### src/rtl/wdog_pkg.sv
package wdog_pkg;

  typedef enum logic [1:0] {
    SRC_LPRC = 2'd0,
    SRC_FRC  = 2'd1,
    SRC_SOSC = 2'd2,
    SRC_PCLK = 2'd3
  } wdog_src_e;

  // Tick count at which the clear window opens, for a period in ticks.
  // The share is counted in eighths of the period and taken off its end.
  function automatic logic [31:0] win_open_at(input logic [31:0] period,
                                              input logic [1:0]  code);
    logic [31:0] eighths;
    case (code)
      2'b11:   eighths = 32'd2;
      2'b10:   eighths = 32'd3;
      2'b01:   eighths = 32'd4;
      default: eighths = 32'd6;
    endcase
    return period - ((period * eighths) >> 3);
  endfunction

  // Total ticks elapsed, from the postscale count and the prescale count.
  function automatic logic [31:0] ticks_done(input logic [31:0] post,
                                             input logic [31:0] pre,
                                             input logic [4:0]  pre_lg);
    return (post << pre_lg) + pre;
  endfunction

endpackage

### src/rtl/wdog_src_sel.sv
module wdog_src_sel
  import wdog_pkg::*;
(
  input  logic       cfg_mux_on,
  input  logic [1:0] cfg_src_sel,
  input  logic       cfg_win_off,
  input  logic       in_sleep,
  input  logic       sys_on_lprc,
  input  logic       tick_lprc,
  input  logic       tick_frc,
  input  logic       tick_sosc,
  input  logic       tick_pclk,
  output wdog_src_e  src,
  output logic       src_tick
);

  logic fast_ok;
  assign fast_ok = !sys_on_lprc && !in_sleep;

  always_comb begin
    src = SRC_LPRC;
    if (cfg_mux_on) begin
      case (cfg_src_sel)
        2'b11: src = SRC_LPRC;
        2'b10: src = (fast_ok && !cfg_win_off) ? SRC_FRC : SRC_LPRC;
        2'b01: src = SRC_SOSC;
        default: src = fast_ok ? SRC_PCLK : SRC_LPRC;
      endcase
    end
  end

  always_comb begin
    case (src)
      SRC_FRC:  src_tick = tick_frc;
      SRC_SOSC: src_tick = tick_sosc;
      SRC_PCLK: src_tick = tick_pclk;
      default:  src_tick = tick_lprc;
    endcase
  end


  always_comb begin
    if (!cfg_mux_on) begin
      lprc_only_chk: assert (src_tick == tick_lprc);
    end
  end

endmodule

### src/rtl/wdog_count.sv
module wdog_count #(
  parameter int PRE_SMALL = 32,
  parameter int PRE_LARGE = 128,
  parameter int PS_W      = 4,
  localparam int PRE_W    = $clog2(PRE_LARGE),
  localparam int POST_CW  = (1 << PS_W) - 1
) (
  input  logic               clk,
  input  logic               rst_n,
  input  logic               run,
  input  logic               tick,
  input  logic               restart,
  input  logic               pre_big,
  input  logic [PS_W-1:0]    ps,
  output logic [PRE_W-1:0]   pre_q,
  output logic [POST_CW-1:0] post_q,
  output logic               expire
);

  logic [PRE_W-1:0]   pre_max;
  logic [POST_CW-1:0] post_max;
  logic               pre_wrap;

  assign pre_max  = pre_big ? PRE_W'(PRE_LARGE - 1) : PRE_W'(PRE_SMALL - 1);
  assign post_max = POST_CW'((32'd1 << ps) - 32'd1);
  assign pre_wrap = (pre_q == pre_max);
  assign expire   = run && tick && pre_wrap && (post_q == post_max);

  always_ff @(posedge clk or negedge rst_n) begin
    if (!rst_n) begin
      pre_q  <= '0;
      post_q <= '0;
    end else if (!run || restart) begin
      pre_q  <= '0;
      post_q <= '0;
    end else if (tick) begin
      if (pre_wrap) begin
        pre_q  <= '0;
        post_q <= (post_q == post_max) ? '0 : post_q + 1'b1;
      end else begin
        pre_q  <= pre_q + 1'b1;
      end
    end
  end


  disabled_hold_chk: assert property (@(posedge clk) disable iff (!rst_n)
    !run |=> (pre_q == '0 && post_q == '0));


  idle_keep_chk: assert property (@(posedge clk) disable iff (!rst_n)
    (run && !tick && !restart) |=> ($stable(pre_q) && $stable(post_q)));

endmodule

### src/rtl/wdog_top.sv
module wdog_top
  import wdog_pkg::*;
#(
  parameter int PRE_SMALL = 32,
  parameter int PRE_LARGE = 128,
  parameter int PS_W      = 4
) (
  input  logic            clk,
  input  logic            rst_n,
  input  logic [1:0]      cfg_en_mode,
  input  logic            cfg_win_off,
  input  logic [1:0]      cfg_win_width,
  input  logic            cfg_pre_big,
  input  logic            cfg_mux_on,
  input  logic [1:0]      cfg_src_sel,
  input  logic [PS_W-1:0] cfg_post,
  input  logic            tick_lprc,
  input  logic            tick_frc,
  input  logic            tick_sosc,
  input  logic            tick_pclk,
  input  logic            in_sleep,
  input  logic            sys_on_lprc,
  input  logic            sw_clear,
  input  logic            sw_enable,
  input  logic            flag_clr,
  output logic            rst_req,
  output logic            st_timeout,
  output logic            st_winviol
);

  localparam int PRE_W   = $clog2(PRE_LARGE);
  localparam int POST_CW = (1 << PS_W) - 1;
  localparam logic [4:0] LG_SMALL = 5'($clog2(PRE_SMALL));
  localparam logic [4:0] LG_LARGE = 5'($clog2(PRE_LARGE));

  wdog_src_e          src;
  logic               src_tick;
  logic               wd_en;
  logic [PRE_W-1:0]   pre_q;
  logic [POST_CW-1:0] post_q;
  logic               expire;
  logic               clr_seen;
  logic               early_clr;
  logic               fire_to;
  logic               fire_wv;
  logic               restart;
  logic [4:0]         pre_lg;
  logic [31:0]        elapsed;
  logic [31:0]        period;
  logic [31:0]        open_at;

  always_comb begin
    case (cfg_en_mode)
      2'b11:   wd_en = 1'b1;
      2'b10:   wd_en = sw_enable;
      2'b01:   wd_en = !in_sleep;
      default: wd_en = 1'b0;
    endcase
  end

  wdog_src_sel u_src (
    .cfg_mux_on (cfg_mux_on),
    .cfg_src_sel(cfg_src_sel),
    .cfg_win_off(cfg_win_off),
    .in_sleep   (in_sleep),
    .sys_on_lprc(sys_on_lprc),
    .tick_lprc  (tick_lprc),
    .tick_frc   (tick_frc),
    .tick_sosc  (tick_sosc),
    .tick_pclk  (tick_pclk),
    .src        (src),
    .src_tick   (src_tick)
  );

  wdog_count #(
    .PRE_SMALL(PRE_SMALL),
    .PRE_LARGE(PRE_LARGE),
    .PS_W     (PS_W)
  ) u_cnt (
    .clk    (clk),
    .rst_n  (rst_n),
    .run    (wd_en),
    .tick   (src_tick),
    .restart(restart),
    .pre_big(cfg_pre_big),
    .ps     (cfg_post),
    .pre_q  (pre_q),
    .post_q (post_q),
    .expire (expire)
  );

  assign pre_lg    = cfg_pre_big ? LG_LARGE : LG_SMALL;
  assign elapsed   = ticks_done(32'(post_q), 32'(pre_q), pre_lg);
  assign period    = 32'd1 << (pre_lg + 5'(cfg_post));
  assign open_at   = win_open_at(period, cfg_win_width);
  assign clr_seen  = wd_en && sw_clear;
  assign early_clr = clr_seen && !cfg_win_off && (elapsed < open_at);
  assign fire_wv   = early_clr;
  assign fire_to   = expire && !clr_seen;
  assign restart   = clr_seen || fire_to;

  always_ff @(posedge clk or negedge rst_n) begin
    if (!rst_n) begin
      rst_req    <= 1'b0;
      st_timeout <= 1'b0;
      st_winviol <= 1'b0;
    end else begin
      rst_req <= fire_to || fire_wv;
      if (fire_to)       st_timeout <= 1'b1;
      else if (flag_clr) st_timeout <= 1'b0;
      if (fire_wv)       st_winviol <= 1'b1;
      else if (flag_clr) st_winviol <= 1'b0;
    end
  end


  timeout_pulse_chk: assert property (@(posedge clk) disable iff (!rst_n)
    $rose(st_timeout) |-> rst_req);


  winviol_window_chk: assert property (@(posedge clk) disable iff (!rst_n)
    $rose(st_winviol) |-> ($past(!cfg_win_off) && rst_req));


  flag_clear_chk: assert property (@(posedge clk) disable iff (!rst_n)
    (flag_clr && !fire_to && !fire_wv) |=> (!st_timeout && !st_winviol));


  no_window_no_viol_chk: assert property (@(posedge clk) disable iff (!rst_n)
    cfg_win_off |-> !early_clr);

endmodule

### config.mk
export PLATFORM = sky130hd
export DESIGN_NAME = wdog_top
export DESIGN_NICKNAME = d
export VERILOG_FILES = /design/src/rtl/wdog_pkg.sv /design/src/rtl/wdog_src_sel.sv /design/src/rtl/wdog_count.sv /design/src/rtl/wdog_top.sv
export SDC_FILE = /design/constraint.sdc
export NUM_CORES = 1
export LEC_CHECK = 0
export BUFFER_PORTS_ARGS = -buffer_cell sky130_fd_sc_hd__buf_2
export CORE_MARGIN = 2
export CORE_UTILIZATION = 36
export DETAILED_ROUTE_END_ITERATION = 10
export SLEW_MARGIN = 5
export SYNTH_ARGS = -nofsm -noshare
export SYNTH_HDL_FRONTEND = slang
export SYNTH_HIERARCHICAL = 1
export SYNTH_SLANG_ARGS = --single-unit
### constraint.sdc
create_clock -name clk -period 4.4 [get_ports clk]
set_input_delay 0.44 -clock clk [delete_from_list [all_inputs] [get_ports clk]]
set_output_delay 0.44 -clock clk [all_outputs]
set_load 0.1 [all_outputs]
==> impl_metrics.env, run 1 <==
export IMPL_status="finished with violations"
export IMPL_failed_checks="negative setup slack"
export IMPL_worstSetupStartpointType="primary input"
export IMPL_dieArea_um2=21410
export IMPL_peakVddDrop_uv=133.0
export IMPL_syn_inst=986
export IMPL_totalWireLength_mm=19.93
export IMPL_htree_levels=1
export IMPL_synth_seq_area_share=0.08578
export IMPL_skew_ns=0.007018
export IMPL_hold_viol=0
export IMPL_total_power_w=0.001871
export IMPL_synth_top_area_cell="ha_1"
export IMPL_synth_edf_count=0
export IMPL_drive_gt1_frac=0.2631
export IMPL_ant_nets=0
export IMPL_fin_nets=1369
export IMPL_cts_tree="done"
export IMPL_cts_buffers_inserted=3
export IMPL_grt_setup_unrepaired="true"
export IMPL_drv_slew=0
export IMPL_arrival_ns=6.63
export IMPL_synthArstFlopShare=1.000
export IMPL_share_comb_of_total_power=0.764
export IMPL_clock_latency_ns=0.27
export IMPL_cp_end_kind="register"
export IMPL_p_seq_frac=0.126
export IMPL_cts_root_buf="clkbuf_16"
export IMPL_critPathSlowestCell="fa_1"
export IMPL_crit_required_ns=4.60
export IMPL_critical_path_max_fanout=4
export IMPL_wl_per_cell_um=13.34
export IMPL_p_int_w=0.001046
export IMPL_vias=7713
export IMPL_ys_warn_count=6
export IMPL_grt_overflow_total=0
export IMPL_area_growth_pct=34.00
export IMPL_drc_errors=0
export IMPL_grt_pass1_vias=7376
export IMPL_power_per_cell_area_nw_per_um2=191.5
export IMPL_dp_hpwl_mm=16.37
export IMPL_yosysTopAreaCellShare=0.1510
export IMPL_grt_total_usage=0.1833
export IMPL_p_leak_nw=4.965
export IMPL_finalCritPeriodShare=1.462
export IMPL_port_buffers=26
export IMPL_pwr_share_clk=0.111
export IMPL_grt_pass1_wl_mm=33.95
export IMPL_placed_cell_area_um2=9285
export IMPL_netSwitchingPower_w=0.0008250
export IMPL_timing_final_ws_setup_ns=-2.031
export IMPL_cts_buffer_depth=2
export IMPL_ys_ff_latch=25
export IMPL_clk_pin_slew_ns=0.07
export IMPL_gp_congestion=0.8623
export IMPL_worst_pin_slew_ns=0.7153
export IMPL_synth_area_leaders="ha_1 15%, fa_1 8.8%, dfrtp_1 8.6%"
export IMPL_placementRows=52
export IMPL_synth_distinct_cells=84
export IMPL_final_common_cell="buf_4"
export IMPL_syn_cell_area_um2=7293
export IMPL_cts_sinks=25
export IMPL_period_needed_ns=6.431
export IMPL_num_io_pins=27
export IMPL_crit_type="in -> reg"
export IMPL_postLayoutCellArea_um2=9773
export IMPL_fp_coreArea_um2=20040
export IMPL_sw_frac_of_total=0.4409
export IMPL_whs_ns=0.1620
export IMPL_final_cell_mix="205 x buf_4, 119 x nand2_1, 84 x ha_1, 74 x nor2_1, 72 x inv_1"
export IMPL_max_slew_margin=0.5095
export IMPL_finalSetupViolations=2
export IMPL_grt_max_degree=42
export IMPL_max_freq_ghz=0.1555
export IMPL_vias_per_cell=5.163
export IMPL_hold_class="in -> async"
export IMPL_antenna_diode_count=0
export IMPL_die_x_um=146.3
export IMPL_antenna_found_initial=0
export IMPL_drtIter0Drc=330
export IMPL_dr_pass1_iters=5
export IMPL_synth_main_ff_cell="dfrtp_1"
export IMPL_cts_hold_buf=0
export IMPL_dieHeight_um=146.3
export IMPL_initial_core_util=0.3639
export IMPL_critPathMaxStageDelay_ns=0.56
export IMPL_syn_area_per_cell_um2=7.397
export IMPL_maxCapViolCount=0
## critical path: cells and delay by family
kind	cells	cell delay, ns
buf+inv	2	0.16
simple gates	7	1.83
fa+ha+maj	5	1.50
compound gates	13	2.30
xor+xnor	2	0.39
## path summary, 6_finish.rpt
| path | from | end | slack [ns] | depth (start not counted) |
|---|---|---|---|---|
| setup reg to reg | u_cnt/post_q[0]$_DFFE_PN0P_ | rst_req$_DFF_PN0_ | 0.78 | 18 |
| hold reg to reg | st_timeout$_DFFE_PN0P_ | st_timeout$_DFFE_PN0P_ | 0.53 | 2 |
| max in group asynchronous | rst_n | u_cnt/pre_q[0]$_DFFE_PN0P_ | 3.85 | 1 |
| setup / recovery | cfg_post[1] | st_winviol$_DFFE_PN0P_ | -2.03 | 29 |
| min in group clk | flag_clr | st_timeout$_DFFE_PN0P_ | 0.39 | 2 |
| hold / removal | rst_n | st_timeout$_DFFE_PN0P_ | 0.16 | 1 |
## cells by family after synthesis
kind of cell	Yosys count	synth area share
mux	18	0.02556
fa+ha+maj	120	0.2388
flops	25	0.08578
simple gates	372	0.2508
buf+inv	114	0.06416
compound gates	251	0.2319
other cells	2	0.001030
xor+xnor	84	0.1019
## synth_stat cells (3+ instances only)
cell type / instances
nor4_1: 3
nand2b_1: 26
o21ai_0: 46
fa_1: 32
nand2_1: 122
a31o_2: 4
clkbuf_1: 27
o211ai_1: 3
or3_1: 18
dfrtp_1: 25
xnor2_1: 30
buf_6: 3
buf_2: 5
nor3b_1: 3
nor3_1: 28
o22ai_1: 4
ha_1: 88
o21bai_1: 7
and3_1: 14
o31ai_1: 6
nor2b_1: 8
a31oi_1: 5
o211a_1: 3
buf_4: 3
o21a_1: 9
a221oi_1: 3
a21boi_0: 7
xor2_1: 53
a21o_1: 32
a211oi_1: 8
mux2i_1: 16
and4_1: 3
nand4_1: 12
a21oi_1: 76
nand3_1: 40
nor2_1: 76
inv_1: 75
and2_1: 3
## through the flow
stage,TNS (ns),setup slack [ns],instances,utilization
after floorplan,-3.629,-1.823,1026,-
after global placement,-5.370,-2.693,1478,0.4633
after detailed placement,-5.374,-2.706,1478,0.4633
after CTS,-3.866,-1.937,1489,0.4782
after global routing,-4.437,-2.226,1494,0.4877
final,-4.061,-2.031,1494,0.4877
## state kept, by name, indices dropped and copies added (netlist names)
name          cells
st_timeout        1
u_cnt/pre_q       7
rst_req           1
u_cnt/post_q     15
st_winviol        1
## what timing repair did
item | 4_1_cts | 5_1_grt
endpoints found under the setup margin | 2 | 2
pin swaps | 26 | 31
resized for setup | 38 | 30
setup buffers | 7 | 5
## power by group through the flow
stage	Combinational [W]	Clock, W	Sequential [W]
after floorplan	0.000868	0	0.000248
after global placement	0.00124	0	0.000240
after detailed placement	0.00125	0	0.000239
after CTS	0.00131	0.000208	0.000235
after global routing	0.00158	0.000218	0.000235
final	0.00143	0.000207	0.000235
## final cells by class
class                           instances  area [um2]
Clock buffer                            3       75.07
Clock inverter                          1       5.005
Fill cell                            2069       10270
Inverter                               75       281.5
Multi-Input combinational cell        887        6736
Sequential cell                        25       625.6
Tap cell                              270       337.8
Timing Repair Buffer                  233        1712
## routing by layer
layer	vias up	global-route usage	share of wire
li1	3915	-	-
met2	103	0.3250	0.48
met5	-	0	0
met1	3677	0.2530	0.48
met4	0	0.02524	0.010
met3	18	0.009688	0.023
Power figures use the tool's default switching activity.
==> run 2: changes to the inputs <==
--- a/config.mk
+++ b/config.mk
@@ -6,6 +6,7 @@
 export NUM_CORES = 1
 export LEC_CHECK = 0
 export BUFFER_PORTS_ARGS = -buffer_cell sky130_fd_sc_hd__buf_2
+export CORE_ASPECT_RATIO = 0.8
 export CORE_MARGIN = 2
 export CORE_UTILIZATION = 36
 export DETAILED_ROUTE_END_ITERATION = 10
==> constraint.sdc (replaced) <==
create_clock -name clk -period 6.13 [get_ports clk]
set_input_delay 0.613 -clock clk [delete_from_list [all_inputs] [get_ports clk]]
set_output_delay 0.613 -clock clk [all_outputs]
set_load 0.1 [all_outputs]
==> impl_metrics.env, run 2 (synthesis results as in run 1) <==
export IMPL_gp_congestion=0.8718
export IMPL_num_io_pins=27
export IMPL_cp_top_family="compound AO/OA/AOI/OAI gates"
export IMPL_drtIter0Drc=581
export IMPL_fin_nets=1343
export IMPL_grt_setup_unrepaired="true"
export IMPL_max_freq_ghz=0.1535
export IMPL_cts_root_buf="clkbuf_16"
export IMPL_top_regs="u_cnt/post_q: 15 flops, u_cnt/pre_q: 7 flops"
export IMPL_totalWireLength_mm=20.05
export IMPL_antenna_diode_count=0
export IMPL_fp_coreArea_um2=19860
export IMPL_wl_per_cell_um=13.72
export IMPL_netSwitchingPower_w=0.0005826
export IMPL_drive_gt1_frac=0.2446
export IMPL_hold_class="in -> async"
export IMPL_vias_per_cell=5.155
export IMPL_port_buffers=26
export IMPL_crit_required_ns=6.32
export IMPL_startpoint="cfg_post[1]"
export IMPL_r2r_cells=17
export IMPL_grt_max_degree=42
export IMPL_failed_checks="negative setup slack"
export IMPL_dieArea_um2=21420
export IMPL_die_x_um=163.1
export IMPL_skew_ns=0.004059
export IMPL_dpl_worst_slack_ns=-0.9185
export IMPL_critical_path_max_fanout=3
export IMPL_clk_pin_slew_ns=0.06
export IMPL_ant_nets=0
export IMPL_dieHeight_um=131.3
export IMPL_hold_viol=0
export IMPL_fin_setup_tns_ns=-0.7352
export IMPL_grt_pass1_wl_mm=33.62
export IMPL_timing_final_ws_setup_ns=-0.3847
export IMPL_grt_total_usage=0.1839
export IMPL_finalCritPeriodShare=1.063
export IMPL_power_per_cell_area_nw_per_um2=137.5
export IMPL_max_slew_margin=0.4543
export IMPL_vias=7536
export IMPL_htree_levels=1
export IMPL_largest_register_ffs=15
export IMPL_r2r_start="u_cnt/post_q[1]$_DFFE_PN0P_"
export IMPL_regMostFlops="u_cnt/post_q"
export IMPL_cts_buffer_depth=2
export IMPL_critPathMaxStageDelay_ns=0.54
export IMPL_cts_hold_buf=0
export IMPL_status="finished with violations"
export IMPL_p_int_w=0.0007317
export IMPL_sw_frac_of_total=0.4433
export IMPL_final_cell_mix="180 x buf_4, 120 x nand2_1, 83 x ha_1, 75 x inv_1, 73 x nor2_1"
export IMPL_share_comb_of_total_power=0.759
export IMPL_drc_errors=0
export IMPL_endpoint="rst_req$_DFF_PN0_"
export IMPL_p_seq_frac=0.129
export IMPL_final_common_cell="buf_4"
export IMPL_clock_latency_ns=0.26
export IMPL_critPathSlowestCell="fa_1"
export IMPL_pwr_share_clk=0.113
export IMPL_area_growth_pct=31.05
export IMPL_path_common_cell="a21o_1"
export IMPL_p_leak_nw=4.828
export IMPL_grt_pass1_vias=6949
export IMPL_placementRows=46
export IMPL_cts_sinks=25
export IMPL_r2r_setup_slack_ns=2.14
export IMPL_cts_buffers_inserted=3
export IMPL_worst_path_buf_inv=3
export IMPL_drv_slew=0
export IMPL_crit_cells=30
export IMPL_initial_core_util=0.3673
export IMPL_worstSetupStartpointType="primary input"
export IMPL_dp_hpwl_mm=16.05
export IMPL_crit_type="in -> reg"
export IMPL_maxCapViolCount=0
export IMPL_cp_end_kind="register"
export IMPL_total_power_w=0.001314
export IMPL_grt_overflow_total=0
export IMPL_cts_tree="done"
export IMPL_antenna_found_initial=0
export IMPL_period_needed_ns=6.515
export IMPL_finalSetupViolations=2
export IMPL_peakVddDrop_uv=110.2
export IMPL_rr_endpoint="rst_req$_DFF_PN0_"
export IMPL_arrival_ns=6.70
export IMPL_dr_pass1_iters=5
export IMPL_worst_pin_slew_ns=0.7957
[run 2: cell type report]
type	instances	area (um2)
timing repair buffer	207	1513
sequential	25	625.6
multi-input combinational	887	6729
inverter	75	281.5
tap	264	330.3
clock buffer	4	78.83
fill	1980	10300
[run 2: worst min-delay path by stage]
| stage | endpoint | slack [ns] | cells after the start |
|---|---|---|---|
| final | u_cnt/pre_q[0]$_DFFE_PN0P_ | 0.35 | 1 |
| after global routing | u_cnt/pre_q[0]$_DFFE_PN0P_ | 0.39 | 1 |
| after CTS | u_cnt/pre_q[0]$_DFFE_PN0P_ | 0.37 | 1 |
| after detailed placement | st_timeout$_DFFE_PN0P_ | 0.52 | 2 |
| after global placement | st_timeout$_DFFE_PN0P_ | 0.51 | 2 |
| after floorplan | rst_req$_DFF_PN0_ | 0.32 | 0 |
[run 2: what timing repair did]
action,in CTS,in global routing
setup endpoints to repair,2,2
pin swaps,25,22
buffers inserted,6,6
gates resized for setup,28,36
[run 2: power by group through the flow]
stage	Clock (W)	Sequential [W]	Combinational (W)
2_1_floorplan	0	0.000178	0.000623
3_3_place_gp	0	0.000172	0.000869
3_5_place_dp	0	0.000172	0.000873
4_1_cts	0.000153	0.000169	0.000917
5_1_grt	0.000159	0.000169	0.00111
6_report	0.000148	0.000169	0.000997
[run 2: stage by stage]
stage	utilization	cell area, um2	cells	hold slack (ns)
3_5_place_dp	0.4574	9082	1446	0.5161
6_report	0.4813	9558	1462	0.3451
2_1_floorplan	-	7551	1026	0.3174
3_3_place_gp	0.4574	9082	1446	0.5106
4_1_cts	0.4697	9326	1456	0.3714
5_1_grt	0.4813	9558	1462	0.3907
[run 2: metal layers]
layer / track usage / part of all wire / vias to the layer above
met5: 0 / 0 / -
met4: 0.02016 / 0.0052 / 0
met3: 0.004735 / 0.029 / 9
met2: 0.2780 / 0.43 / 133
met1: 0.2960 / 0.54 / 3538
li1: - / - / 3856
==> run 3: changes to the inputs <==
--- a/config.mk
+++ b/config.mk
@@ -8,8 +8,9 @@
 export BUFFER_PORTS_ARGS = -buffer_cell sky130_fd_sc_hd__buf_2
 export CORE_ASPECT_RATIO = 0.8
 export CORE_MARGIN = 2
-export CORE_UTILIZATION = 36
+export CORE_UTILIZATION = 52
 export DETAILED_ROUTE_END_ITERATION = 10
+export PLACE_DENSITY = 0.69
 export SLEW_MARGIN = 5
 export SYNTH_ARGS = -nofsm -noshare
 export SYNTH_HDL_FRONTEND = slang
==> impl_metrics.env, run 3 (synthesis results as in run 1) <==
export IMPL_dpl_worst_slack_ns=-0.9261
export IMPL_gp_congestion=0.9424
export IMPL_port_buffers=26
export IMPL_critical_path_max_fanout=4
export IMPL_skew_ns=0.003493
export IMPL_final_common_cell="buf_4"
export IMPL_maxCapViolCount=0
export IMPL_cts_buffers_inserted=3
export IMPL_antenna_found_initial=0
export IMPL_max_freq_ghz=0.1533
export IMPL_cp_top_family="compound AO/OA/AOI/OAI gates"
export IMPL_crit_type="in -> reg"
export IMPL_totalWireLength_mm=19.04
export IMPL_total_power_w=0.001281
export IMPL_grt_pass1_wl_mm=31.95
export IMPL_cp_end_kind="register"
export IMPL_max_slew_margin=0.4666
export IMPL_peakVddDrop_uv=144.7
export IMPL_p_leak_nw=4.773
export IMPL_htree_levels=1
export IMPL_drtIter0Drc=461
export IMPL_largest_register_ffs=15
export IMPL_period_needed_ns=6.523
export IMPL_drive_gt1_frac=0.2383
export IMPL_failed_checks="negative setup slack"
export IMPL_vias_per_cell=5.501
export IMPL_initial_core_util=0.5345
export IMPL_grt_overflow_total=0
export IMPL_fin_nets=1337
export IMPL_top_regs="u_cnt/post_q: 15 flops, u_cnt/pre_q: 7 flops"
export IMPL_fp_coreArea_um2=13650
export IMPL_placementRows=38
export IMPL_dr_pass1_iters=5
export IMPL_vias=7548
export IMPL_fillCellCount=1179
export IMPL_dp_hpwl_mm=15.39
export IMPL_utilization=0.6845
export IMPL_critPathMaxStageDelay_ns=0.55
export IMPL_die_x_um=136.4
export IMPL_fin_setup_tns_ns=-0.7850
export IMPL_cts_tree="done"
export IMPL_arrival_ns=6.66
export IMPL_hold_class="in -> async"
export IMPL_area_growth_pct=28.07
export IMPL_critPathSlowestCell="fa_1"
export IMPL_multi_input_area_um2=6665
export IMPL_grt_setup_unrepaired="true"
export IMPL_clk_pin_slew_ns=0.06
export IMPL_finalCritPeriodShare=1.064
export IMPL_whs_ns=0.3363
export IMPL_worstSetupStartpointType="primary input"
export IMPL_cts_hold_buf=0
export IMPL_regArea_um2=625.6
export IMPL_hold_viol=0
export IMPL_dieArea_um2=14990
export IMPL_power_per_cell_area_nw_per_um2=137.1
export IMPL_timing_final_ws_setup_ns=-0.3935
export IMPL_dieHeight_um=109.9
export IMPL_num_io_pins=27
export IMPL_drv_slew=0
export IMPL_wl_per_cell_um=13.88
export IMPL_drc_errors=0
export IMPL_regMostFlops="u_cnt/post_q"
export IMPL_clock_latency_ns=0.26
export IMPL_worst_pin_slew_ns=0.7778
export IMPL_cts_buffer_depth=2
export IMPL_worst_path_buf_inv=2
export IMPL_grt_max_degree=42
export IMPL_grt_total_usage=0.2580
export IMPL_status="finished with violations"
export IMPL_crit_required_ns=6.27
export IMPL_ant_nets=0
export IMPL_cts_sinks=25
export IMPL_antenna_diode_count=0
export IMPL_final_cell_mix="175 x buf_4, 120 x nand2_1, 83 x ha_1, 74 x nor2_1, 74 x inv_1"
export IMPL_path_common_cell="a21o_1"
export IMPL_finalSetupViolations=2
export IMPL_cts_root_buf="clkbuf_16"
export IMPL_grt_pass1_vias=6900
-- run 3: per-stage QoR --
step                instance area [um2]  std cells
floorplan                          7551       1026
global placement                   8917       1354
detailed placement                 8917       1354
CTS                                9144       1365
global route                       9340       1372
finish                             9340       1372
-- run 3: area by class of cell --
class	instances	area share
well taps	180	0.02411
inverters	75	0.03014
flip-flops and latches	25	0.06698
multi-input cells	887	0.7136
repair buffers	201	0.1567
clock buffers	4	0.008439
-- run 3: routing by layer --
layer / routed length [um] / track usage / share of wire / vias up
met2: 8714 / 0.4404 / 0.46 / 164
met1: 9516 / 0.3740 / 0.50 / 3527
met3: 690 / 0.01060 / 0.036 / 14
met4: 123 / 0.02902 / 0.0065 / 0
met5: 0 / 0 / 0 / -
li1: - / - / - / 3843
-- run 3: path summary, 6_finish.rpt --
check | slack [ns] | cells after the start | end | start
setup reg to reg | 2.09 | 17 | st_winviol$_DFFE_PN0P_ | u_cnt/post_q[1]$_DFFE_PN0P_
max in group asynchronous | 5.42 | 1 | u_cnt/post_q[2]$_DFFE_PN0P_ | rst_n
hold / removal | 0.34 | 1 | u_cnt/pre_q[0]$_DFFE_PN0P_ | rst_n
setup / recovery | -0.39 | 29 | st_winviol$_DFFE_PN0P_ | cfg_pre_big
min in group clk | 0.53 | 2 | st_timeout$_DFFE_PN0P_ | st_timeout$_DFFE_PN0P_
hold reg to reg | 0.53 | 2 | st_timeout$_DFFE_PN0P_ | st_timeout$_DFFE_PN0P_
-- run 3: power breakdown --
part           total [W]  leakage (nW)  switching (W)  internal [W]
sequential      0.000169         0.347     0.00000260      0.000167
clock           0.000144        0.0382      0.0000551     0.0000888
combinational   0.000968          4.39       0.000508      0.000460
-- run 3: what timing repair did --
action,4_1_cts,5_1_grt
cloned,0,0
pin swaps,18,25
hold endpoints to repair,0,0
resized for setup,16,38
endpoints found under the setup margin,2,2
buffers inserted,7,7
